[src/rtl/chop_pkg.sv]
package chop_pkg;

  typedef enum logic [1:0] {
    ST_IDLE = 2'd0,
    ST_DEAD = 2'd1,
    ST_ON   = 2'd2,
    ST_OFF  = 2'd3
  } chop_state_e;

  localparam logic [1:0] LVL_ZERO = 2'b11;

  // true when the level code asks for a non-zero current
  function automatic logic level_drives(input logic [1:0] lvl);
    return lvl != LVL_ZERO;
  endfunction

  // one-shot length in clock cycles: 30 us or 8.1 us at clk_khz
  function automatic int unsigned off_cycles(input int unsigned clk_khz,
                                             input bit short_sel);
    longint unsigned ns;
    ns = short_sel ? 64'd8100 : 64'd30000;
    return int'((longint'(clk_khz) * ns) / 64'd1000000);
  endfunction

  function automatic int unsigned max3(input int unsigned a,
                                       input int unsigned b,
                                       input int unsigned c);
    int unsigned m;
    m = (a > b) ? a : b;
    return (m > c) ? m : c;
  endfunction

endpackage

[src/rtl/chop_timer.sv]
module chop_timer #(
  parameter int unsigned W = 11
) (
  input  logic         clk,
  input  logic         rst_n,
  input  logic         load,
  input  logic [W-1:0] load_val,
  output logic [W-1:0] cnt,
  output logic         zero
);

  always_ff @(posedge clk or negedge rst_n) begin
    if (!rst_n)           cnt <= '0;
    else if (load)        cnt <= load_val;
    else if (cnt != '0)   cnt <= cnt - 1'b1;
  end

  assign zero = (cnt == '0);

endmodule

[src/rtl/chop_seq.sv]
module chop_seq
  import chop_pkg::*;
#(
  parameter int unsigned OFF_CYC   = 1500,
  parameter int unsigned BLANK_CYC = 50,
  parameter int unsigned DEAD_CYC  = 25,
  parameter int unsigned W         = 11
) (
  input  logic         clk,
  input  logic         rst_n,
  input  logic         run,
  input  logic         dir,
  input  logic         trip,
  input  logic [W-1:0] cnt,
  input  logic         zero,
  output logic         load,
  output logic [W-1:0] load_val,
  output chop_state_e  state,
  output logic         cur_dir,
  output logic         blank_active,
  output logic         trip_taken,
  output logic         rect_on
);

  localparam logic [W-1:0] DEAD_LOAD  = W'(DEAD_CYC - 1);
  localparam logic [W-1:0] BLANK_LOAD = W'(BLANK_CYC);
  localparam logic [W-1:0] OFF_LOAD   = W'(OFF_CYC - 1);
  localparam logic [W-1:0] RECT_MARK  = W'(OFF_CYC - 1 - DEAD_CYC);

  chop_state_e nxt;
  logic        dir_flip;
  logic        latch_dir;

  assign blank_active = (state == ST_ON) && !zero;
  assign rect_on      = (state == ST_OFF) && (cnt <= RECT_MARK);
  assign dir_flip     = ((state == ST_ON) || (state == ST_OFF)) && (dir != cur_dir);

  always_comb begin
    nxt        = state;
    load       = 1'b0;
    load_val   = '0;
    trip_taken = 1'b0;
    latch_dir  = 1'b0;
    if (!run) begin
      nxt = ST_IDLE;
    end else begin
      unique case (state)
        ST_IDLE: begin
          nxt      = ST_DEAD;
          load     = 1'b1;
          load_val = DEAD_LOAD;
        end
        ST_DEAD: begin
          if (zero) begin
            nxt       = ST_ON;
            load      = 1'b1;
            load_val  = BLANK_LOAD;
            latch_dir = 1'b1;
          end
        end
        ST_ON: begin
          if (dir_flip) begin
            nxt      = ST_DEAD;
            load     = 1'b1;
            load_val = DEAD_LOAD;
          end else if (trip && zero) begin
            trip_taken = 1'b1;
            nxt        = ST_OFF;
            load       = 1'b1;
            load_val   = OFF_LOAD;
          end
        end
        ST_OFF: begin
          if (dir_flip || zero) begin
            nxt      = ST_DEAD;
            load     = 1'b1;
            load_val = DEAD_LOAD;
          end
        end
        default: nxt = ST_IDLE;
      endcase
    end
  end

  always_ff @(posedge clk or negedge rst_n) begin
    if (!rst_n) begin
      state   <= ST_IDLE;
      cur_dir <= 1'b0;
    end else begin
      state <= nxt;
      if (latch_dir) cur_dir <= dir;
    end
  end

endmodule

[src/rtl/chop_leg.sv]
module chop_leg (
  input  logic en,
  input  logic hi_req,
  input  logic lo_req,
  output logic hi,
  output logic lo,
  output logic clash
);

  // last-line interlock: conflicting requests open both switches
  assign clash = hi_req && lo_req;
  assign hi    = en && hi_req && !lo_req;
  assign lo    = en && lo_req && !hi_req;

endmodule

[src/rtl/chopper_ctrl.sv]
module chopper_ctrl
  import chop_pkg::*;
#(
  parameter int unsigned CLK_KHZ   = 50000,
  parameter bit          SHORT_OFF = 1'b0,
  parameter int unsigned BLANK_CYC = 50,
  parameter int unsigned DEAD_CYC  = 25
) (
  input  logic       clk,
  input  logic       rst_n,
  input  logic       dir,
  input  logic [1:0] level,
  input  logic       trip,
  input  logic       sleep_n,
  input  logic       fault,
  output logic       hi_a,
  output logic       lo_a,
  output logic       hi_b,
  output logic       lo_b,
  output logic [1:0] ref_sel
);

  localparam int unsigned OFF_CYC = off_cycles(CLK_KHZ, SHORT_OFF);
  localparam int unsigned CNT_W   = $clog2(max3(OFF_CYC, BLANK_CYC, DEAD_CYC) + 1);
  localparam int unsigned NLEG    = 2;

  logic             run;
  logic             load;
  logic [CNT_W-1:0] load_val;
  logic [CNT_W-1:0] cnt;
  logic             zero;
  chop_state_e      state;
  logic             cur_dir;
  logic             blank_active;
  logic             trip_taken;
  logic             rect_on;
  logic             st_on;
  logic             st_off;
  logic [NLEG-1:0]  hi_req;
  logic [NLEG-1:0]  lo_req;
  logic [NLEG-1:0]  gate_hi;
  logic [NLEG-1:0]  gate_lo;
  logic [NLEG-1:0]  leg_clash;

  assign run     = sleep_n && !fault && level_drives(level);
  assign ref_sel = level;
  assign st_on   = (state == ST_ON);
  assign st_off  = (state == ST_OFF);

  chop_timer #(.W(CNT_W)) u_timer (
    .clk      (clk),
    .rst_n    (rst_n),
    .load     (load),
    .load_val (load_val),
    .cnt      (cnt),
    .zero     (zero)
  );

  chop_seq #(
    .OFF_CYC   (OFF_CYC),
    .BLANK_CYC (BLANK_CYC),
    .DEAD_CYC  (DEAD_CYC),
    .W         (CNT_W)
  ) u_seq (
    .clk          (clk),
    .rst_n        (rst_n),
    .run          (run),
    .dir          (dir),
    .trip         (trip),
    .cnt          (cnt),
    .zero         (zero),
    .load         (load),
    .load_val     (load_val),
    .state        (state),
    .cur_dir      (cur_dir),
    .blank_active (blank_active),
    .trip_taken   (trip_taken),
    .rect_on      (rect_on)
  );

  // leg 0 = A, leg 1 = B; the source leg carries the high side in on-time
  for (genvar g = 0; g < NLEG; g++) begin : g_leg
    logic is_src;
    assign is_src    = (cur_dir == g[0]);
    assign hi_req[g] = st_on && is_src;
    assign lo_req[g] = ((st_on || st_off) && !is_src) || (st_off && is_src && rect_on);

    chop_leg u_leg (
      .en     (run),
      .hi_req (hi_req[g]),
      .lo_req (lo_req[g]),
      .hi     (gate_hi[g]),
      .lo     (gate_lo[g]),
      .clash  (leg_clash[g])
    );
  end

  assign hi_a = gate_hi[0];
  assign lo_a = gate_lo[0];
  assign hi_b = gate_hi[1];
  assign lo_b = gate_lo[1];

endmodule

[config.mk]
export PLATFORM = sky130hd
export DESIGN_NAME = chopper_ctrl
export DESIGN_NICKNAME = d
export VERILOG_FILES = /design/src/rtl/chop_pkg.sv /design/src/rtl/chop_timer.sv /design/src/rtl/chop_seq.sv /design/src/rtl/chop_leg.sv /design/src/rtl/chopper_ctrl.sv
export SDC_FILE = /design/constraint.sdc
export NUM_CORES = 1
export LEC_CHECK = 0
export CAP_MARGIN = 10
export CORE_MARGIN = 2
export CORE_UTILIZATION = 55
export CTS_BUF_LIST = sky130_fd_sc_hd__clkbuf_4 sky130_fd_sc_hd__clkbuf_8
export DETAILED_ROUTE_END_ITERATION = 8
export DONT_BUFFER_PORTS = 1
export PLACE_DENSITY = 0.75
export SLEW_MARGIN = 25
export SYNTH_ARGS = -nofsm -noshare
export SYNTH_HDL_FRONTEND = slang
export SYNTH_SLANG_ARGS = --single-unit
export TNS_END_PERCENT = 1
[constraint.sdc]
create_clock -name clk -period 2 [get_ports clk]
set_clock_uncertainty 0.1 [all_clocks]
set_input_delay 0.2 -clock clk [delete_from_list [all_inputs] [get_ports clk]]
set_output_delay 0.2 -clock clk [all_outputs]
set_load 0.05 [all_outputs]
==> results.md <==
* DRC at 0
* Gr usage total at 27.3%
* DIE AREA at 2470 µm²
* Gpl congestion at 0.920
* Final net count at 172
* Total CTS buffers at 3
* CTS max path bufs at 2
* Buffers on Ports at 0
* Multi-input gate area at 816 µm²
* Async SR Flop Fraction at 100%
* Seq pwr share at 32.2%
* Die Ht at 49.7 µm
* Rows at 16
* Post-Syn Nets at 146
* Via count at 1136
* Critical path class: flop to primary output
* RSZ-0062 raised after global routing: yes
* Commonest cells after routing, fill and taps aside: 22 x buf_4, 12 x dfrtp_1, 11 x nor2_1, 10 x a21oi_1, 8 x nand2_1
* Tot Pwr at 1.58 mW
* Kind of end point of the critical path: primary output
* # clock sinks at 14
* Initial antenna violation count at 0
* Failing checks: setup timing
* Root Buffer: clkbuf_4
* First-pass GRT wire length at 5.05 mm
* Initial drt markers at 68
* IO Count at 14
* Die width at 49.7 µm
* Post-synth EDFFs at 0
* Vias in the first global route at 1086
* VDD IR-drop max at 0.000774 V
* # setup viols final at 4
* Crit path max fanout at 2
* Switching Share at 40.7%
* Per-cell routed wire length at 17.6 µm
* Clk_lat worst skew at 0.30 ns
* Fin. max-slew vios at 0
* Hold_ws at 0.0420 ns
* Synth warnings at 0
* Minimum clock period at 2.25 ns
* Mapped cell area at 1150 µm²
* DR vias/cell at 6.24
* Worst-path clk slew at 0.09 ns
* CTS tree: done
* Worst Slack Setup Final at -0.250 ns
* CTS HTree Levels at 1
* Post-DP HPWL at 2.07 mm
* Pwr dens at 1060 nW/µm²
* CP Launch Type: flop
* Dpl ws at -0.0764 ns
* Gr ovfl total at 0
* Worst min-delay path class: primary input to flop
* Leakage at 0.636 nW
* Worst Tran Pin Value at 0.655 ns
* Hold Fails Final Rpt at 0
* CP max stage delay at 0.42 ns
* Post-route setup TNS at -0.876 ns
* Core Region at 1960 µm²
* Ant diodes at 0
* Comb power frac at 54.1%
* Synth cell types at 46
* F_max at 444 MHz
* Worst Path Required at 1.70 ns
* Mapped Avg Cell Area at 8.82 µm²
* Clock group share of total power at 13.7%
* Slowest cell on crit path: dfrtp_1
* Initial core utilization at 58.4%
* Register bit total from synthesis at 14
* Status: finished, violations left
* Tcrit/Tclk final at 112%
* Commonest non-fill, non-tap cell in the layout: buf_4
* P_int at 0.938 mW
* CP Cell Sequence: nor4_4, a21oi_1, o21ai_1, buf_4, nand3b_1, a21oi_2, buf_12
* WL final at 3.20 mm
* Sequential-to-total area share from yosys stat at 30.6%
* Flip-flop and latch area at 353 µm²
* Largest net degree at the start of global routing at 15
* Max_cap viols at 0
* Max-slew headroom at 56.2%
* Layout cells sized above 1 at 37.4%
* CP Buf/Inv Count at 2
* Fillers at 145
* Critical Path AT at 1.95 ns
* First drt pass iteration count at 4
* Top FF cell, synth: dfrtp_1
* Crit path max-delay family: compound AO/OA/AOI/OAI gates
* Sw power at 0.645 mW
* Area delta synth->final at 30.6%
* Antenna Nets Post-Route at 0
* Cells after synthesis at 130
## registers in the layout (all words and copies together) (netlist names)
register,cells
u_timer.cnt,11
u_seq.cur_dir,1
u_seq.state,2
## metrics by stage
| stage | area (µm²) | instances | util, % |
|---|---|---|---|
| global placement | 1350 | 174 | 68.6 |
| global route | 1500 | 182 | 76.3 |
| finish | 1500 | 182 | 76.3 |
| CTS | 1440 | 182 | 73.5 |
| floorplan | 1150 | 130 | - |
| detailed placement | 1350 | 174 | 68.6 |
## power groups by stage
stage / combinational (mW) / sequential, mW / clock (mW)
finish: 0.856 / 0.510 / 0.218
global route: 0.937 / 0.524 / 0.239
CTS: 0.807 / 0.503 / 0.219
detailed placement: 0.751 / 0.511 / 0
global placement: 0.727 / 0.508 / 0
floorplan: 0.461 / 0.508 / 0
## synth_stat cells, types with 2 or more instances
master | number | share of area (%)
nand2b_1 | 2 | 1.1
a21oi_1 | 14 | 6.1
mux2_2 | 2 | 2.0
nor3_1 | 2 | 0.87
clkbuf_1 | 2 | 0.66
ha_1 | 8 | 8.7
nand4_1 | 2 | 1.1
buf_4 | 2 | 1.3
o22ai_1 | 2 | 1.1
and3_1 | 3 | 1.6
a31o_2 | 2 | 1.5
nand2_1 | 8 | 2.6
nand3_1 | 7 | 3.1
nor2_1 | 11 | 3.6
xor2_1 | 4 | 3.1
o21ai_0 | 4 | 1.7
and4_1 | 2 | 1.5
xnor2_1 | 4 | 3.1
a211o_1 | 2 | 1.5
dfrtp_1 | 14 | 31
inv_1 | 6 | 2.0
a211oi_1 | 2 | 1.3
nand3b_1 | 2 | 1.3
## metal layers
metal	vias up	global-route usage [%]	part of all wire (%)
met1	531	35.4	41
met2	66	42.2	49
met3	16	7.88	6.3
met4	0	11.6	3.6
met5	-	0	0
li1	523	-	-
## cell type report
cell class	count	share of cell area, %
multi-input cells	104	54.5
flip-flops and latches	14	23.6
well taps	27	2.26
inverters	6	1.51
clock buffers	4	2.42
repair buffers	27	15.7
## final timing paths
kind	to	slack (ns)	depth (start not counted)	from
worst max-delay path	lo_b	-0.25	7	u_timer.cnt[5]
worst min-delay path	u_seq.state[1]	0.04	3	trip
worst min register to register	u_seq.state[1]	0.52	2	u_seq.state[1]
max in group asynchronous	u_timer.cnt[2]	1.08	1	rst_n
min in group asynchronous	u_timer.cnt[4]	0.26	1	rst_n
worst max register to register	u_timer.cnt[9]	0.05	7	u_timer.cnt[2]
## tightest hold or removal path, stage by stage
cell	delay [ns]
o22ai_2	0.08
nand2_1	0.09
a21oi_2	0.05
## cells by family after synthesis
kind of cell / after synthesis / share of synthesized area [%]
simple gates: 51 / 27.0
compound gates: 34 / 19.4
flops: 14 / 30.6
buf+inv: 12 / 5.35
xor+xnor: 8 / 6.11
fa+ha+maj: 8 / 8.73
mux: 3 / 2.84
## repair_timing
action,CTS,global route
endpoints found under the hold margin,16,0
setup endpoints to repair,11,16
setup buffers,1,0
pin swaps,3,3
hold buffers,3,0
resized for setup,11,12
No activity file was read; power rests on OpenSTA's default activity.
